**config.mk**
```make
export PLATFORM = sky130hd
export DESIGN_NAME = wrmatch_target
export DESIGN_NICKNAME = d
export VERILOG_FILES = /design/src/rtl/wmt_pkg.sv /design/src/rtl/wmt_sel.sv /design/src/rtl/wmt_hdr.sv /design/src/rtl/wrmatch_target.sv
export SDC_FILE = /design/constraint.sdc
export NUM_CORES = 1
export LEC_CHECK = 0
export BUFFER_PORTS_ARGS = -buffer_cell sky130_fd_sc_hd__buf_2
export CAP_MARGIN = 25
export CORE_ASPECT_RATIO = 1.2
export CORE_MARGIN = 1.5
export CORE_UTILIZATION = 30
export DETAILED_ROUTE_END_ITERATION = 8
export GPL_TIMING_DRIVEN = 0
export PLACE_DENSITY = 0.43
export SYNTH_ARGS = -nofsm -noshare
export SYNTH_HDL_FRONTEND = slang
export SYNTH_HIERARCHICAL = 1
export SYNTH_SLANG_ARGS = --single-unit
```
**constraint.sdc**
```tcl
create_clock -name clk -period 4.3 [get_ports clk]
set_clock_uncertainty 0.05 [all_clocks]
set_input_delay 1.29 -clock clk [delete_from_list [all_inputs] [get_ports clk]]
set_output_delay 1.29 -clock clk [all_outputs]
set_load 0.05 [all_outputs]
```
**src/rtl/wmt_pkg.sv**
```systemverilog
package wmt_pkg;
  localparam int CTX_N      = 6;
  localparam int MODE_N     = 3;
  localparam int CTX_W      = $clog2(CTX_N);
  localparam int CNT_W      = 32;
  localparam int MEM_WIN    = 2048;
  localparam int IO_WIN     = 128;
  localparam int HDR_FIXED  = 16;
  localparam int NAME_MAX   = 10;
  localparam logic [7:0] DATA_MATCH = 8'hFA;
  localparam logic [7:0] DATA_ANY   = 8'hCE;

  function automatic logic [1:0] mode_of(input logic [CTX_W-1:0] c);
    return (c >= CTX_W'(MODE_N)) ? 2'(c - CTX_W'(MODE_N)) : 2'(c);
  endfunction

  function automatic logic [15:0] trig_of(input logic [CTX_W-1:0] c);
    return (c < CTX_W'(MODE_N)) ? 16'(MEM_WIN) + 16'(c) : 16'(IO_WIN) + 16'(c);
  endfunction

  function automatic logic [4:0] name_len(input logic [CTX_W-1:0] c);
    case (c)
      3'd0: return 5'd9;
      3'd1: return 5'd7;
      3'd2: return 5'd9;
      3'd3: return 5'd8;
      3'd4: return 5'd6;
      default: return 5'd8;
    endcase
  endfunction

  function automatic logic [7:0] name_byte(input logic [CTX_W-1:0] c, input logic [4:0] k);
    logic [8*NAME_MAX-1:0] s;
    logic [4:0] n;
    case (c)
      3'd0: s = (8*NAME_MAX)'("mem-plain");
      3'd1: s = (8*NAME_MAX)'("mem-any");
      3'd2: s = (8*NAME_MAX)'("mem-match");
      3'd3: s = (8*NAME_MAX)'("io-plain");
      3'd4: s = (8*NAME_MAX)'("io-any");
      default: s = (8*NAME_MAX)'("io-match");
    endcase
    n = name_len(c);
    if (k >= n) return 8'h00;
    return s[8*(n-5'd1-k) +: 8];
  endfunction
endpackage

```
**src/rtl/wmt_sel.sv**
```systemverilog
module wmt_sel
  import wmt_pkg::*;
#(
  parameter int ADDR_W = 12
) (
  input  logic              clk,
  input  logic              rst_n,
  input  logic              win_io,
  input  logic [ADDR_W-1:0] addr,
  input  logic              wr_en,
  input  logic [7:0]        wr_data,
  input  logic [2:0]        acc_size,
  output logic              act,
  output logic [CTX_W-1:0]  ctx,
  output logic [CNT_W-1:0]  cnt,
  output logic              hit
);
  logic             act_q, act_d;
  logic [CTX_W-1:0] ctx_q, ctx_d;
  logic [CNT_W-1:0] cnt_q, cnt_d;
  logic             data_ok;

  always_comb begin
    data_ok = (mode_of(ctx_q) != 2'd2) ||
              ((acc_size == 3'd1) && (wr_data == DATA_MATCH));
    act_d = act_q;
    ctx_d = ctx_q;
    cnt_d = cnt_q;
    hit   = 1'b0;
    if (addr == '0) begin
      if (wr_data < 8'(MODE_N)) begin
        act_d = 1'b1;
        ctx_d = win_io ? CTX_W'(MODE_N) + CTX_W'(wr_data) : CTX_W'(wr_data);
        cnt_d = '0;
      end else begin
        act_d = 1'b0;
      end
    end else if (act_q && (addr == ADDR_W'(trig_of(ctx_q))) && data_ok) begin
      hit   = wr_en;
      cnt_d = cnt_q + CNT_W'(1);
    end
  end

  always_ff @(posedge clk or negedge rst_n) begin
    if (!rst_n) begin
      act_q <= 1'b0;
      ctx_q <= '0;
      cnt_q <= '0;
    end else if (wr_en) begin
      act_q <= act_d;
      ctx_q <= ctx_d;
      cnt_q <= cnt_d;
    end
  end

  assign act = act_q;
  assign ctx = ctx_q;
  assign cnt = cnt_q;
endmodule

```
**src/rtl/wmt_hdr.sv**
```systemverilog
module wmt_hdr
  import wmt_pkg::*;
#(
  parameter int ADDR_W = 12
) (
  input  logic [CTX_W-1:0]  ctx,
  input  logic [CNT_W-1:0]  cnt,
  input  logic [ADDR_W-1:0] addr,
  input  logic [2:0]        acc_size,
  output logic [7:0]        hbyte,
  output logic              in_rng
);
  localparam int SUM_W = ADDR_W + 1;
  logic [15:0]      trig;
  logic [SUM_W-1:0] end_a, hlen;
  logic [4:0]       nidx;

  always_comb begin
    trig   = trig_of(ctx);
    hlen   = SUM_W'(HDR_FIXED + 1) + SUM_W'(name_len(ctx));
    end_a  = SUM_W'(addr) + SUM_W'(acc_size);
    in_rng = end_a < hlen;
    nidx   = 5'(addr - ADDR_W'(HDR_FIXED));
    hbyte  = 8'h00;
    if (addr >= ADDR_W'(HDR_FIXED)) begin
      hbyte = name_byte(ctx, nidx);
    end else begin
      case (addr[3:0])
        4'd0:  hbyte = 8'(ctx);
        4'd1:  hbyte = 8'd1;
        4'd4:  hbyte = trig[7:0];
        4'd5:  hbyte = trig[15:8];
        4'd8:  hbyte = (mode_of(ctx) == 2'd2) ? DATA_MATCH : DATA_ANY;
        4'd12: hbyte = cnt[7:0];
        4'd13: hbyte = cnt[15:8];
        4'd14: hbyte = cnt[23:16];
        4'd15: hbyte = cnt[31:24];
        default: hbyte = 8'h00;
      endcase
    end
  end
endmodule

```
**src/rtl/wrmatch_target.sv**
```systemverilog
module wrmatch_target
  import wmt_pkg::*;
#(
  parameter int ADDR_W = 12
) (
  input  logic              clk,
  input  logic              rst_n,
  input  logic              win_io,
  input  logic [ADDR_W-1:0] addr,
  input  logic              wr_en,
  input  logic [7:0]        wr_data,
  input  logic              rd_en,
  input  logic [2:0]        acc_size,
  output logic [7:0]        rd_data,
  output logic              notify,
  output logic              note_pend
);
  logic             act, hit, in_rng;
  logic [CTX_W-1:0] ctx;
  logic [CNT_W-1:0] cnt;
  logic [7:0]       hbyte;
  logic [7:0]       rd_q, rd_d;
  logic             note_q, note_d, pend_q, pend_d, clr;

  wmt_sel #(.ADDR_W(ADDR_W)) u_sel (
    .clk(clk), .rst_n(rst_n), .win_io(win_io), .addr(addr), .wr_en(wr_en),
    .wr_data(wr_data), .acc_size(acc_size), .act(act), .ctx(ctx), .cnt(cnt),
    .hit(hit)
  );

  wmt_hdr #(.ADDR_W(ADDR_W)) u_hdr (
    .ctx(ctx), .cnt(cnt), .addr(addr), .acc_size(acc_size),
    .hbyte(hbyte), .in_rng(in_rng)
  );

  always_comb begin
    rd_d   = (act && in_rng) ? hbyte : 8'h00;
    clr    = rd_en && act && in_rng && (mode_of(ctx) != 2'd0);
    note_d = hit && (mode_of(ctx) != 2'd0);
    pend_d = note_d || (pend_q && !clr);
  end

  always_ff @(posedge clk or negedge rst_n) begin
    if (!rst_n) begin
      rd_q   <= 8'h00;
      note_q <= 1'b0;
      pend_q <= 1'b0;
    end else begin
      if (rd_en) rd_q <= rd_d;
      note_q <= note_d;
      pend_q <= pend_d;
    end
  end

  assign rd_data   = rd_q;
  assign notify    = note_q;
  assign note_pend = pend_q;
endmodule

```
==> impl_metrics.toml <==
[drt]
wl_per_cell_um = 19.3
met2WireLength_mm = 7.75
vias = 4474
drt-met1-wl_mm = 6.49
drcViolationCount = 0
wl_met3_um = 378
drt_first_iter_violations = 362
firstDrtPassIters = 6
maxUsedRoutingLayer = "met4"
ant_nets = 0
routed_wl_mm = 14.9
vias_per_cell = 5.80

[clocking]
clkSinkCount = 46
ctsRootBufferMaster = "clkbuf_16"
numCtsBuffers = 5
clkLatencyLatePin_ps = 290
clkTransAtPathRegs_ps = 70
clockBufferDepth = 2
tritoncts = "built"
htree_num_levels = 2
cts_hold_buf = 0

[global_routing]
grt_pass1_vias = 4515
grt_start_max_net_pins = 28
grt_use_total_pct = 19.9
grt_pass1_wl_mm = 24.2
antenna_found_initial = 0
gr-total-overflow = 0

[job]
max_cap_violations = 0

[finish]
seqCellArea_um2 = 1160
final_nets = 656
fillers = 1567
multi_input_area_um2 = 3010
drive_gt1_share_pct = 15.8
antennaDiodeCount = 0
area_delta_synth_final_pct = 14.9

[timing]
period_needed_ps = 4100
slew_violations = 0
setup_violations = 0
tightest_slew_ps = 1060
final_hold_viol_count = 0
finalSetupTns_ps = 0
slew_headroom_pct = 28.7
period_share_pct = 95.3
fmax_ghz = 0.244

[logic_synthesis]
ys_seq_elements = 46
synth-edff-count = 0
syn_area_um2 = 4440
synth_xor_area_share_pct = 3.33
ys_seq_area_share_pct = 25.9
synthMuxAreaShare_pct = 4.31
ys_types = 69
synth-compound-area-share_pct = 24.0
ys.flop_type = "dfrtp_1"
yosys.area_share.simple_pct = 25.7
synthArstFlopShare_pct = 100
synth_fa_ha_area_share_pct = 9.59
syn_inst = 543
synth_top_family_by_area = "simple AND/OR/NAND/NOR gates"
synth_warnings = 6
synth_nets = 603
syn_avg_cell_area_um2 = 8.17

[placement]
routabilityCongestion = 0.860
place_hpwl_mm = 11.4
numPortBuffers = 37

[worst_hold_path]
hold_class = "reg -> reg"
hold_end = "u_sel/act"
hold_path_depth = 2
hp-start = "u_sel/act"

[die]
io_pins = 38
start_util_pct = 30.8
core_area_um2 = 14400
rows = 48
die_area_um2 = 15500
die_h_um = 136
die_w_um = 114

[pwr]
p_total_mw = 0.979
peakVddDrop_mv = 0.143
p_leak_nw = 2.07
pwr_density_cell_nw_per_um2 = 192

[worst_setup_path]
rr_worst_depth = 16
crit_type = "in -> reg"
required_ps = 4410
worstReg2RegStart = "u_sel/ctx[1]"
cp_max_fo = 6
arrival_ps = 4210
end_kind = "flip-flop"
r2r_slack_ps = 260
timing.rr.end = "note_pend"
startpoint_type = "input port"

[status]
status = "completed"
==> cell families (layout without fill, tap and decap cells) <==
group | after synthesis | count (layout)
other cells | 1 | 1
xor+xnor | 16 | 16
flops | 46 | 46
buf+inv | 67 | 120
simple gates | 204 | 204
mux | 15 | 15
compound gates | 161 | 161
fa+ha+maj | 33 | 33
==> where the power goes <==
| part | switching, mW | total (mW) | internal, mW |
|---|---|---|---|
| sequential | 0.0000115 | 0.433 | 0.433 |
| clock | 0.165 | 0.378 | 0.213 |
| combinational | 0.104 | 0.169 | 0.0648 |
==> worst max path at each step <==
stage,startpoint,cells past startpoint,end
3_3_place_gp,u_sel/ctx[0],16,note_pend
4_1_cts,addr[0],14,note_pend
3_5_place_dp,u_sel/ctx[0],16,note_pend
2_1_floorplan,addr[0],13,note_pend
6_report,addr[0],14,note_pend
5_1_grt,addr[0],14,note_pend
==> flip-flops by register name, summed over array words and instances (netlist names) <==
name / flops
u_sel/ctx: 3
rd_data: 8
note_pend: 1
u_sel/act: 1
u_sel/cnt: 32
notify: 1
==> metal layers <==
metal	global-route usage, %	vias to the layer above
met5	0	-
met2	37.0	93
met4	5.56	0
li1	-	2165
met3	1.69	16
met1	24.5	2200
==> per-stage QoR <==
stage / instance area [um^2] / util, % / hold slack [ps] / worst slack [ps] / std cells
6_report: 5100 / 35.4 / 459 / 203 / 771
5_1_grt: 5100 / 35.4 / 484 / -1.29 / 771
4_1_cts: 5010 / 34.8 / 465 / 2.13 / 763
3_5_place_dp: 4860 / 33.7 / 450 / -558 / 756
3_3_place_gp: 4840 / 33.6 / 439 / -544 / 755
2_1_floorplan: 4440 / - / 408 / 127 / 543
==> critical path, stage by stage <==
cell and delay [ps]:
buf_2 170, ha_2 210, fa_2 350, a21o_1 190
nand2_1 80, xnor2_1 120, ha_1 270, a21o_1 210
a2111oi_4 330, o21a_1 180, and3_1 160, buf_6 100
nor2b_2 30, or4_1 520
==> Yosys cell counts, drive strengths merged (4+ instances only) <==
library cell,count,area [um^2]
nand2b,9,56.3
and2,5,31.3
o21ai,29,145
nand2,46,173
nor2,22,85.1
o22ai,6,37.5
or3,4,30.0
inv,30,113
nor3,13,65.1
mux2i,9,90.1
nand4,18,119
a21o,7,52.6
xor2,6,52.6
and3,11,68.8
o31ai,30,225
dfrtp,46,1150
o211ai,7,52.6
xnor2,10,95.1
clkbuf,19,71.3
ha,30,375
a21oi,48,240
nand3,22,110
or4,32,240
nor4,11,68.8
buf,18,133
==> final cells by class <==
| cell class | count | area share (%) |
|---|---|---|
| Buffer | 37 | 4.03 |
| Clock buffer | 7 | 2.60 |
| Inverter | 30 | 2.21 |
| Multi-Input combinational cell | 430 | 59.0 |
| Sequential cell | 46 | 22.7 |
| Tap cell | 175 | 4.30 |
| Timing Repair Buffer | 46 | 5.20 |
==> layout by cell type (no fill, tap or decap), types with 21 or more instances in the layout <==
master and count:
a21oi_1 48, nand2_1 46, buf_2 45, dfrtp_1 44, or4_1 32, o31ai_1 30
inv_1 29, o21ai_0 29, ha_1 29, nand3_1 22, nor2_1 21, clkbuf_1 21
==> repair_timing <==
item | 4_1_cts | 5_1_grt
gates resized for setup | 6 | 5
setup buffers | 0 | 8
pin swaps | 0 | 1
endpoints found under the setup margin | 9 | 4
Power figures use the tool's default switching activity.
